File: src/rtl/seb_pkg.sv
package seb_pkg;

  typedef enum logic [1:0] {
    ST_IDLE   = 2'd0,
    ST_WINDOW = 2'd1,
    ST_ERASE  = 2'd2
  } sebState_t;

  // Strobes sent from the control unit to the datapath
  typedef struct packed {
    logic addSector;    // OR the addressed sector into the mask
    logic clearMask;    // drop every sector
    logic restartTimer; // window counter back to zero
    logic countEn;      // window counter advances
  } sebCtl_t;

endpackage

File: src/rtl/seb_datapath.sv
module seb_datapath
  import seb_pkg::*;
#(
  parameter int SECTORS    = 8,
  parameter int ADDR_W     = 16,
  parameter int WIN_CYCLES = 5000
) (
  input  logic               clk,
  input  logic               rstN,
  input  sebCtl_t            ctl,
  input  logic [ADDR_W-1:0]  wrAddr,
  output logic [SECTORS-1:0] mask,
  output logic               winExpired
);
  localparam int SEL_W = (SECTORS > 1) ? $clog2(SECTORS) : 1;
  localparam int CNT_W = $clog2(WIN_CYCLES + 1);
  localparam logic [CNT_W-1:0] LAST = CNT_W'(WIN_CYCLES - 1);

  logic [SEL_W-1:0] sel;
  logic [CNT_W-1:0] winCnt;

  assign sel = wrAddr[ADDR_W-1 -: SEL_W];

  // one flop per sector bit
  for (genvar g = 0; g < SECTORS; g++) begin : g_maskBit
    always_ff @(posedge clk) begin
      if (!rstN)                                     mask[g] <= 1'b0;
      else if (ctl.clearMask)                        mask[g] <= 1'b0;
      else if (ctl.addSector && sel == SEL_W'(g))    mask[g] <= 1'b1;
    end
  end

  always_ff @(posedge clk) begin
    if (!rstN)                winCnt <= '0;
    else if (ctl.restartTimer) winCnt <= '0;
    else if (ctl.countEn)      winCnt <= winCnt + 1'b1;
  end

  assign winExpired = (winCnt == LAST);

endmodule

File: src/rtl/seb_control.sv
module seb_control
  import seb_pkg::*;
#(
  parameter int DATA_W = 8,
  parameter logic [DATA_W-1:0] ERASE_CODE = 8'h30
) (
  input  logic              clk,
  input  logic              rstN,
  input  logic              firstCmd,
  input  logic              wrEn,
  input  logic [DATA_W-1:0] wrData,
  input  logic              eraseDone,
  input  logic              winExpired,
  output sebCtl_t           ctl,
  output logic              eraseStart,
  output logic              erasing
);
  sebState_t state, stateNext;
  logic      fire;

  always_comb begin
    ctl       = '0;
    stateNext = state;
    fire      = 1'b0;
    unique case (state)
      ST_IDLE: begin
        if (firstCmd) begin
          ctl.addSector    = 1'b1;
          ctl.restartTimer = 1'b1;
          stateNext        = ST_WINDOW;
        end
      end
      ST_WINDOW: begin
        if (wrEn) begin
          if (wrData == ERASE_CODE) begin
            ctl.addSector    = 1'b1;
            ctl.restartTimer = 1'b1;
          end else begin
            ctl.clearMask = 1'b1;
            stateNext     = ST_IDLE;
          end
        end else if (winExpired) begin
          fire      = 1'b1;
          stateNext = ST_ERASE;
        end else begin
          ctl.countEn = 1'b1;
        end
      end
      ST_ERASE: begin
        if (eraseDone) begin
          ctl.clearMask = 1'b1;
          stateNext     = ST_IDLE;
        end
      end
      default: stateNext = ST_IDLE;
    endcase
  end

  always_ff @(posedge clk) begin
    if (!rstN) begin
      state      <= ST_IDLE;
      eraseStart <= 1'b0;
    end else begin
      state      <= stateNext;
      eraseStart <= fire;
    end
  end

  assign erasing = (state == ST_ERASE);

endmodule

File: src/rtl/sector_erase_batcher.sv
module sector_erase_batcher
  import seb_pkg::*;
#(
  parameter int SECTORS    = 8,
  parameter int ADDR_W     = 16,
  parameter int DATA_W     = 8,
  parameter int WIN_CYCLES = 5000,
  parameter logic [DATA_W-1:0] ERASE_CODE = 8'h30
) (
  input  logic               clk,
  input  logic               rstN,
  input  logic               firstCmd,
  input  logic               wrEn,
  input  logic [DATA_W-1:0]  wrData,
  input  logic [ADDR_W-1:0]  wrAddr,
  input  logic               eraseDone,
  output logic [SECTORS-1:0] sectorMask,
  output logic               eraseStart,
  output logic               timeoutFlag
);
  sebCtl_t ctl;
  logic    winExpired;

  seb_control #(.DATA_W(DATA_W), .ERASE_CODE(ERASE_CODE)) u_ctl (
    .clk(clk), .rstN(rstN), .firstCmd(firstCmd), .wrEn(wrEn),
    .wrData(wrData), .eraseDone(eraseDone), .winExpired(winExpired),
    .ctl(ctl), .eraseStart(eraseStart), .erasing(timeoutFlag)
  );

  seb_datapath #(.SECTORS(SECTORS), .ADDR_W(ADDR_W), .WIN_CYCLES(WIN_CYCLES)) u_dp (
    .clk(clk), .rstN(rstN), .ctl(ctl), .wrAddr(wrAddr),
    .mask(sectorMask), .winExpired(winExpired)
  );

endmodule

File: config.mk
export PLATFORM = sky130hd
export DESIGN_NAME = sector_erase_batcher
export DESIGN_NICKNAME = d
export VERILOG_FILES = /design/src/rtl/seb_pkg.sv /design/src/rtl/seb_datapath.sv /design/src/rtl/seb_control.sv /design/src/rtl/sector_erase_batcher.sv
export SDC_FILE = /design/constraint.sdc
export NUM_CORES = 1
export LEC_CHECK = 0
export CORE_MARGIN = 5
export CORE_UTILIZATION = 45
export CTS_CLUSTER_DIAMETER = 50
export CTS_CLUSTER_SIZE = 8
export DETAILED_ROUTE_END_ITERATION = 6
export PLACE_DENSITY = 0.75
export SETUP_SLACK_MARGIN = 0.5
export SKIP_CTS_REPAIR_TIMING = 1
export SLEW_MARGIN = 20
export SYNTH_ARGS = -nofsm -noshare
export SYNTH_HDL_FRONTEND = slang
export SYNTH_SLANG_ARGS = --single-unit
File: constraint.sdc
create_clock -name clk -period 2.5 [get_ports clk]
set_input_delay 0.5 -clock clk [delete_from_list [all_inputs] [get_ports clk]]
set_output_delay 0.5 -clock clk [all_outputs]
set_load 0.1 [all_outputs]
==> results.txt <==
The flow ran to the end, and the final reports show no timing, DRC or antenna violations. The ratio of cells with drive above 1 in the final layout is 0.248, and the worst-skew pair later-pin latency is 0.30 ns. Synthesis produced a netlist with a net count of 162. The tools report the number of H-tree levels as 1.

Summing every instance area after synthesis gives 1190 µm². The tools report the sum of overflow across all layers after global routing as 0. The total number of vias is 1058.

For the final routed DRC violation total, the log shows 0. For the number of DRC violations after detailed-routing iteration 0, the log shows 30. The wire length of the first global-routing pass is 4310 µm, and the slew at the pin closest to its max-slew limit is 0.471 ns. The total count of hold-check failures in the final report was 0. The die extent in y was 61.4 µm. The count of synthesis-stage warnings from yosys was 0; the relative max-transition margin was 0.684. The number of antenna diodes in the final layout is 0. The synthesis-stage register bit count works out to 24. The number of failing setup endpoints in the final timing report is 0. The async set-reset flop share out of synthesis was 0. The clock input transition at the sequential cells of the worst setup and hold paths was 0.11 ns; the quantity of I/O buffers inserted on ports was 25. Max-cap violations in this run came to 0.

The sequential cell area was 480 µm²; the via count of the first global-routing pass was 1006. STA classifies the critical path startpoint as an input port. For this design the static power due to leakage is 0.000621 µW. The initial antenna violation count is 0.

Setup repair after global routing left no endpoint under its margin. The die extent in x is 61.4 µm. The die covers 3770 µm². Dominant register cell in the synthesized netlist: sky130_fd_sc_hd__dfxtp_1.

The starting density of the core was 0.475; the maximum clock frequency was 519 MHz. The routed design has 2760 µm of wire. The final setup skew is 0.00264 ns, and the total number of clock tree sinks is 24. The proportion of netlist area held by the largest area contributor came out at 0.404. Power spread over the standard cell area amounts to 617 nW/µm². The tools report the arrival time of the worst setup path as 2.16 ns. By instance count, the leading cell after synthesis is sky130_fd_sc_hd__dfxtp_1.

For the finished layout, the period the worst path requires is 1.93 ns. The number of nets in the final layout was 193. By area the synthesized netlist is led by sky130_fd_sc_hd__dfxtp_1 40%, sky130_fd_sc_hd__xnor2_1 5.9%, sky130_fd_sc_hd__ha_1 5.3%, sky130_fd_sc_hd__nor3b_1 4.4%, sky130_fd_sc_hd__nor2_1 3.8%.

The area occupied by multi-input gates was 746 µm². The final cycle utilization of the critical path is 0.771, and the top-level I/O count is 39. The pre-antenna-repair detailed-routing pass consisted of 4 iterations.

TritonCTS built the clock tree. Buffers inserted during clock tree synthesis total 3. The layout has 212 filler cells. Sorting the synthesized cells by how often they occur yields 24 x sky130_fd_sc_hd__dfxtp_1, 12 x sky130_fd_sc_hd__nor2_1, 10 x sky130_fd_sc_hd__nand2_1, 9 x sky130_fd_sc_hd__inv_1, 8 x sky130_fd_sc_hd__xnor2_1. The worst setup path is captured at a register.

The tools report the overall routing resource usage as 0.151. The path type of the worst min-delay path is register to register. Once detailed placement completed, the half-perimeter wirelength came to 2040 µm. The floorplan has 18 rows.

Summed over all failing endpoints, the final setup total negative slack is 0 ns. Once placement finished, the instance area stood at 1470 µm². After detailed routing, the average wire length per cell comes to 14.7 µm. Synthesis produced a netlist whose cell count is 128. The pin count of the biggest net entering global routing is 14, and the total core area is 2500 µm². At the worst endpoint, the required time is 2.74 ns. The congestion estimate from routability-driven global placement came to 0.761. Maximum fanout along the worst path: 8. Once detail routing completed, the nets flagged for antenna violations numbered 0.

Yosys mapped a number of flops with a built-in enable equal to 0. The run gives 0.473 mV as the peak ir drop on the vdd network. Dividing the synthesized area by the synthesized cell count gives 9.29 µm².

The number of different library cells used by synthesis comes to 34. The count of final max-slew check failures is 0. From synthesis to final layout, the design area changed by 35.1%. The maximum number of buffers from clock root to sink was 2; the post-route cell area was 1610 µm². The cell at the root of the clock tree was sky130_fd_sc_hd__clkbuf_4.

The average via count per standard cell was 5.66. Share of synthesized area occupied by flip-flops and latches: 0.404. Of all cell types, the one taking the most synthesized area is sky130_fd_sc_hd__dfxtp_1.

The critical path class was input port to register. The tools report the share of the core filled with cells as 0.642.
[sequential cells by signal (all words and copies together) (netlist names)]
name,cells
u_ctl.eraseStart,1
u_dp.winCnt,13
u_dp.mask,8
u_ctl.state,2
[cells in the final DEF, fill, tap and decap left out, drive strengths merged, types with 2 or more instances in the layout]
master,n
clkbuf,3
xnor2,8
dlymetal6s2s,7
buf,13
o31ai,2
nand4,3
nand3,4
o21ai,3
mux2i,2
nand2,10
dfxtp,24
or3,4
ha,5
nor3b,7
or4b,2
a31oi,4
inv,9
nor3,4
nor2,12
a41oi,3
nor4,5
a21oi,3
clkdlybuf4s50,8
[worst max-delay path, stage by stage]
cell and delay (ns):
sky130_fd_sc_hd__clkdlybuf4s50_1 0.40, sky130_fd_sc_hd__or4_4 0.42, sky130_fd_sc_hd__buf_6 0.14, sky130_fd_sc_hd__o31ai_4 0.21
sky130_fd_sc_hd__buf_6 0.17, sky130_fd_sc_hd__a41oi_2 0.13, sky130_fd_sc_hd__nor3b_2 0.20
[per-layer routing]
| metal | vias up | share of wire | wire [µm] | global-route usage |
|---|---|---|---|---|
| li1 | 524 | - | - | - |
| met1 | 511 | 0.40 | 1090 | 0.155 |
| met2 | 19 | 0.55 | 1520 | 0.311 |
| met3 | 4 | 0.040 | 111 | 0.0377 |
| met4 | 0 | 0.012 | 33 | 0.0182 |
| met5 | - | 0 | 0 | 0 |
[cells by family (layout without fill, tap and decap cells)]
logic type / Yosys count / count (layout) / share of synthesized area
xor gates and xnor gates: 9 / 9 / 0.0663
muxes: 2 / 2 / 0.0168
adders and majority gates: 5 / 5 / 0.0526
and+or+nand+nor: 57 / 57 / 0.281
buffers and inverters: 11 / 40 / 0.0379
AOI/OAI and AO/OA: 20 / 20 / 0.141
DFF: 24 / 24 / 0.404
[area by class of cell]
cell class / instances / area share
inverters: 9 / 0.0210
flip-flops and latches: 24 / 0.299
repair buffers: 28 / 0.178
multi-input cells: 93 / 0.465
well taps: 30 / 0.0234
clock buffers: 3 / 0.0140
[stage by stage]
step | hold slack, ns | power [µW] | setup slack, ns | instances
2_1_floorplan | 0.452 | 708 | 0.526 | 128
3_3_place_gp | 0.467 | 795 | 0.0599 | 183
3_5_place_dp | 0.496 | 804 | 0.0129 | 183
4_1_cts | 0.512 | 961 | 0.348 | 186
5_1_grt | 0.534 | 1050 | 0.505 | 187
6_report | 0.508 | 991 | 0.572 | 187
[final timing paths]
check,from,end,slack [ns],cells after the start
setup / recovery,wrData[1],u_dp.mask[6]$_SDFFE_PP0P_,0.57,7
hold / removal,u_ctl.state[0]$_SDFFE_PN0P_,u_ctl.state[0]$_SDFFE_PN0P_,0.51,2
setup reg to reg,u_dp.winCnt[4]$_SDFFE_PP0P_,u_ctl.state[0]$_SDFFE_PN0P_,0.65,4
hold reg to reg,u_ctl.state[0]$_SDFFE_PN0P_,u_ctl.state[0]$_SDFFE_PN0P_,0.51,2
[power by group]
group          total (µW)  leakage, µW  switching (µW)  internal [µW]
clock network         156    0.0000138            99.4           56.1
registers             427     0.000194            19.4            407
logic                 409     0.000413             255            154
Power figures use the tool's default switching activity.
